### config.mk
export PLATFORM = sky130hd
export DESIGN_NAME = dbg_cmd_proc
export DESIGN_NICKNAME = d
export VERILOG_FILES = /design/src/rtl/dbg_pkg.sv /design/src/rtl/dbg_datapath.sv /design/src/rtl/dbg_ctrl.sv /design/src/rtl/dbg_cmd_proc.sv
export SDC_FILE = /design/constraint.sdc
export NUM_CORES = 1
export LEC_CHECK = 0
export ABC_CLOCK_PERIOD_IN_PS = 4000
export CELL_PAD_IN_SITES_DETAIL_PLACEMENT = 0
export CELL_PAD_IN_SITES_GLOBAL_PLACEMENT = 2
export CORE_MARGIN = 1.5
export CORE_UTILIZATION = 25
export CTS_CLUSTER_DIAMETER = 30
export CTS_CLUSTER_SIZE = 14
export DETAILED_ROUTE_END_ITERATION = 7
export PLACE_DENSITY = 0.79
export SYNTH_ARGS = -nofsm -noshare
export SYNTH_HDL_FRONTEND = slang
export SYNTH_SLANG_ARGS = --single-unit
### constraint.sdc
create_clock -name clk -period 4 [get_ports clk]
set_clock_uncertainty 0.1 [all_clocks]
set_input_delay 0.6 -clock clk [delete_from_list [all_inputs] [get_ports clk]]
set_output_delay 0.6 -clock clk [all_outputs]
set_load 0.02 [all_outputs]
### src/rtl/dbg_pkg.sv
package dbg_pkg;

  typedef enum logic [2:0] {
    ST_IDLE,
    ST_ACCESS,
    ST_RES_HI,
    ST_RES_LO,
    ST_BERR,
    ST_ILLEGAL
  } cmdState_t;

  typedef enum logic [2:0] {
    RSP_NOTREADY,
    RSP_HIGH,
    RSP_LOW,
    RSP_BUSERR,
    RSP_ILLEGAL
  } rspSel_t;

  // strobes from control to datapath
  typedef struct packed {
    logic    captureOp;
    logic    loadResult;
    rspSel_t rspSel;
  } dpCtl_t;

endpackage

### src/rtl/dbg_datapath.sv
module dbg_datapath
  import dbg_pkg::*;
#(
  parameter int DATA_W    = 16,
  parameter int RES_W     = 32,
  parameter int REG_NUM_W = 3,
  parameter int PREFIX_W  = DATA_W - REG_NUM_W - 1,
  parameter logic [PREFIX_W-1:0] OP_PREFIX = 12'h218
) (
  input  logic                 clk,
  input  logic                 rst,
  input  dpCtl_t               ctl,
  input  logic [DATA_W-1:0]    rxData,
  input  logic [RES_W-1:0]     accRdData,
  output logic                 opLegal,
  output logic                 accIsAddr,
  output logic [REG_NUM_W-1:0] accRegNum,
  output logic [DATA_W:0]      txPacket
);

  localparam int FIELD_W = REG_NUM_W + 1;
  localparam int NUM_SEG = RES_W / DATA_W;

  logic [FIELD_W-1:0] opFields;
  logic [RES_W-1:0]   resultReg;
  logic [DATA_W-1:0]  resultSeg [NUM_SEG];

  // decode of the inbound command word
  assign opLegal = (rxData[DATA_W-1:FIELD_W] == OP_PREFIX);

  always_ff @(posedge clk) begin
    if (rst) begin
      opFields  <= '0;
      resultReg <= '0;
    end else begin
      if (ctl.captureOp)  opFields  <= rxData[FIELD_W-1:0];
      if (ctl.loadResult) resultReg <= accRdData;
    end
  end

  assign accIsAddr = opFields[REG_NUM_W];
  assign accRegNum = opFields[REG_NUM_W-1:0];

  // split the result into transfer-sized segments, index 0 = least significant
  for (genvar s = 0; s < NUM_SEG; s++) begin : g_seg
    assign resultSeg[s] = resultReg[s*DATA_W +: DATA_W];
  end

  always_comb begin
    unique case (ctl.rspSel)
      RSP_HIGH:    txPacket = {1'b0, resultSeg[NUM_SEG-1]};
      RSP_LOW:     txPacket = {1'b0, resultSeg[0]};
      RSP_BUSERR:  txPacket = {1'b1, DATA_W'(1)};
      RSP_ILLEGAL: txPacket = {1'b1, {DATA_W{1'b1}}};
      default:     txPacket = {1'b1, {DATA_W{1'b0}}};
    endcase
  end

endmodule

### src/rtl/dbg_ctrl.sv
module dbg_ctrl
  import dbg_pkg::*;
(
  input  logic   clk,
  input  logic   rst,
  input  logic   xferValid,
  input  logic   opLegal,
  input  logic   cpuHalted,
  input  logic   accDone,
  input  logic   accBusErr,
  output dpCtl_t ctl,
  output logic   accReq
);

  cmdState_t state, stateNext, decodeState;
  logic      opSlot;

  // states whose transfer carries the next command word
  assign opSlot = (state == ST_IDLE) || (state == ST_RES_LO) || (state == ST_BERR);

  always_comb begin
    if (!opLegal)       decodeState = ST_ILLEGAL;
    else if (cpuHalted) decodeState = ST_ACCESS;
    else                decodeState = ST_BERR;
  end

  always_comb begin
    stateNext = state;
    unique case (state)
      ST_IDLE, ST_RES_LO, ST_BERR: if (xferValid) stateNext = decodeState;
      ST_ACCESS:  if (accDone)   stateNext = accBusErr ? ST_BERR : ST_RES_HI;
      ST_RES_HI:  if (xferValid) stateNext = ST_RES_LO;
      ST_ILLEGAL: if (xferValid) stateNext = ST_IDLE;
      default:    stateNext = ST_IDLE;
    endcase
  end

  always_ff @(posedge clk) begin
    if (rst) state <= ST_IDLE;
    else     state <= stateNext;
  end

  always_comb begin
    ctl.captureOp  = opSlot && xferValid;
    ctl.loadResult = (state == ST_ACCESS) && accDone && !accBusErr;
    unique case (state)
      ST_RES_HI:  ctl.rspSel = RSP_HIGH;
      ST_RES_LO:  ctl.rspSel = RSP_LOW;
      ST_BERR:    ctl.rspSel = RSP_BUSERR;
      ST_ILLEGAL: ctl.rspSel = RSP_ILLEGAL;
      default:    ctl.rspSel = RSP_NOTREADY;
    endcase
  end

  assign accReq = (state == ST_ACCESS);

endmodule

### src/rtl/dbg_cmd_proc.sv
module dbg_cmd_proc
  import dbg_pkg::*;
#(
  parameter int DATA_W    = 16,
  parameter int RES_W     = 32,
  parameter int REG_NUM_W = 3
) (
  input  logic                 clk,
  input  logic                 rst,
  input  logic                 xferValid,
  input  logic [DATA_W-1:0]    rxData,
  output logic [DATA_W:0]      txPacket,
  input  logic                 cpuHalted,
  output logic                 accReq,
  output logic                 accIsAddr,
  output logic [REG_NUM_W-1:0] accRegNum,
  input  logic [RES_W-1:0]     accRdData,
  input  logic                 accDone,
  input  logic                 accBusErr
);

  dpCtl_t ctl;
  logic   opLegal;

  dbg_ctrl u_ctrl (
    .clk       (clk),
    .rst       (rst),
    .xferValid (xferValid),
    .opLegal   (opLegal),
    .cpuHalted (cpuHalted),
    .accDone   (accDone),
    .accBusErr (accBusErr),
    .ctl       (ctl),
    .accReq    (accReq)
  );

  dbg_datapath #(
    .DATA_W    (DATA_W),
    .RES_W     (RES_W),
    .REG_NUM_W (REG_NUM_W)
  ) u_dp (
    .clk       (clk),
    .rst       (rst),
    .ctl       (ctl),
    .rxData    (rxData),
    .accRdData (accRdData),
    .opLegal   (opLegal),
    .accIsAddr (accIsAddr),
    .accRegNum (accRegNum),
    .txPacket  (txPacket)
  );

endmodule

==> reports/qor.txt <==
FF-to-FF path depth -> 4
global placer's final weighted congestion -> 0.746
Comb pwr share -> 20.8%
Min Hold Slack -> 0.353 ns
synth warn -> 0
total number of vias -> 1880
Initial Util -> 25.7%
Leak -> 0.973 nW
Total Routing Usage GR -> 14.1%
DP Area -> 2740 um2
fmax -> 296 MHz
Clk pin slew, worst setup/hold paths -> 0.07 ns
clock power share -> 30.9%
clock root buffer -> clkbuf_8
Core Area -> 7650 um2
Avg Cell Area, Syn -> 7.83 um2
Synth cell types -> 31
Die Y -> 91.6 um
Synth Instances -> 251
TritonRoute pass-1 iters -> 4
final wirelength -> 5600 um
total chip power -> 0.868 mW
Die X -> 91.6 um
post-DR wirelength/cell -> 13.4 um
post-synthesis net count -> 307
Ports -> 76
Clock Tree Buf Depth -> 2
hold depth -> 2
P_int -> 0.635 mW
sequential share of power -> 48.3%
critical path peak fanout -> 16
R2R Path Start -> u_ctrl.state[0]
Area Overhead vs Synth -> 44.1%
DRC Markers -> 0
synthesized flop and latch total -> 39
RSZ-0062 raised after global routing -> no
Worst Setup Path Type -> reg2out
Tmin final -> 3.38 ns
FP Rows -> 32
share of layout cells above drive strength 1 -> 10.1%
dpl cells -> 411
Least-Margin Pin Slew -> 1.10 ns
Post-CTS Resized -> 0
post-synthesis sequential area ratio -> 39.7%
endpoints failing setup -> 0
outcome -> complete, no violations
worst-skew pair later-pin latency -> 0.29 ns
startpoint types -> flip-flop
n_diodes -> 0
Nets -> 372
final worst setup slack -> 0.616 ns
Post-Syn Area -> 1960 um2
P per Cell Area -> 307 nW/um2
DRT iter0 DRCs -> 59
P_sw -> 0.233 mW
setup TNS -> 0 ns
first-pass GRT wire length -> 9430 um
Die ar. -> 8400 um2
Critical Path Sink Type -> output port
worst min path class -> reg2reg
fin crit share -> 84.6%
vias in the first global route -> 1875
final core utilization -> 37.0%
I/O Buffers -> 75
Worst Path Required -> 3.30 ns
Worst Setup Slack post-DPL -> 0.922 ns
largest net degree at the start of global routing -> 33
Worst R2R Setup Slack -> 1.90 ns
Slew Limit Fails -> 0
end of the worst register-to-register path -> u_ctrl.state[0]
Final Non-Filler Cells -> 418
Design Area, Final -> 2830 um2
TritonCTS clock tree -> built
hold_buf cts -> 0
peak supply drop -> 0.115 mV
beginning of the worst hold path -> u_dp.resultReg[31]
DR vias/cell -> 4.50
Slew Limit Headroom -> 26.7%
Net Sw Frac -> 26.8%
Critical Path Source -> u_ctrl.state[0]
initial antenna violation count -> 0
Post-CTS Setup Inserts -> 0
Critical Path AT -> 2.68 ns
Num CTS Buffers -> 5
post-route ant nets -> 0
Hold Fails Final Rpt -> 0
global route overflow -> 0
number of fill cells in the layout -> 842
post-DP HPWL -> 3880 um
H-tree levels -> 2
Max-Cap Viols -> 0
hold path endpoint -> u_dp.resultReg[31]
CTS sink count -> 39
[state kept, by name, summed over array words and instances (netlist names)]
signal,cells
u_dp.opFields,4
u_ctrl.state,3
u_dp.resultReg,32
[layer usage]
metal	wire length, um	vias to the layer above	track usage, %
met2	2610	46	23.1
met5	0	-	0
met4	42	0	3.52
met3	251	5	3.40
met1	2700	858	18.6
li1	-	971	-
[worst max-delay path by stage]
stage / end / slack (ns) / cells after the start
2_1_floorplan: txPacket[10] / 1.68 / 6
3_3_place_gp: txPacket[4] / 0.95 / 3
3_5_place_dp: txPacket[4] / 0.92 / 3
4_1_cts: txPacket[4] / 0.60 / 3
5_1_grt: txPacket[7] / 0.38 / 3
6_report: txPacket[7] / 0.62 / 3
[cells in the mapped netlist, drive strengths merged]
library cell | n | area, um2
a22oi | 1 | 7.51
nand3 | 1 | 5.00
nor4b | 3 | 26.3
nand4 | 1 | 6.26
nand3b | 3 | 22.5
mux2i | 4 | 40.0
buf | 14 | 104
nor3 | 1 | 5.00
o32ai | 1 | 8.76
nor3b | 1 | 18.8
mux2 | 16 | 180
and3b | 2 | 17.5
a31oi | 2 | 12.5
or2 | 1 | 6.26
a21oi | 50 | 250
a211oi | 1 | 7.51
inv | 4 | 15.0
a2111oi | 1 | 15.0
nor2 | 9 | 36.3
ha | 2 | 25.0
nor4bb | 1 | 10.0
o21ai | 3 | 18.8
a21o | 2 | 15.0
nand2 | 81 | 304
dfxtp | 39 | 781
clkbuf | 7 | 26.3
[placed cells by master, fill, tap and decap left out]
cell,synthesis,layout
nand2_1,81,81
clkdlybuf4s50_1,0,75
a21oi_1,50,50
dfxtp_1,39,39
mux2_2,16,16
nor2_1,8,8
clkbuf_8,0,6
inv_1,4,4
mux2i_1,4,4
buf_4,4,4
nand3b_1,3,3
nor4b_1,3,3
and3b_1,2,2
a21o_1,2,2
a31oi_1,2,2
o21ai_0,2,2
ha_1,2,2
nor2_2,1,1
nor3b_4,1,1
o21ai_2,1,1
nor4bb_1,1,1
nor3_1,1,1
o32ai_1,1,1
nand3_1,1,1
a211oi_1,1,1
nand4_1,1,1
or2_2,1,1
a22oi_1,1,1
a2111oi_2,1,1
clkinv_2,0,1
[cell type report]
class | count | area [um2] | area share (%)
Inverter | 4 | 15.0 | 0.531
Sequential cell | 39 | 781 | 27.6
Multi-Input combinational cell | 187 | 1040 | 36.7
Timing Repair Buffer | 79 | 781 | 27.6
Clock inverter | 1 | 5.00 | 0.177
Clock buffer | 6 | 82.6 | 2.92
Tap cell | 102 | 128 | 4.51
[power by group through the flow]
| stage | sequential, mW | combinational (mW) | clock, mW |
|---|---|---|---|
| after global placement | 0.428 | 0.181 | 0 |
| after floorplan | 0.421 | 0.103 | 0 |
| after CTS | 0.419 | 0.183 | 0.282 |
| after detailed placement | 0.428 | 0.182 | 0 |
| final | 0.419 | 0.180 | 0.269 |
| after global routing | 0.423 | 0.198 | 0.297 |
[logic make-up after synthesis]
kind of cell,synth area share [%]
multiplexers,11.2
adder cells (fa/ha/maj),1.27
buffers and inverters,7.39
AO/OA/AOI/OAI,17.1
flip-flops,39.7
AND/OR/NAND/NOR,23.3
[worst max-delay path, stage by stage (launching register included)]
cell and delay (ns):
dfxtp_1 0.67, nand3b_1 0.69, a21oi_1 0.39, clkdlybuf4s50_1 0.65
Note: power is estimated with default switching activity, not from simulation.
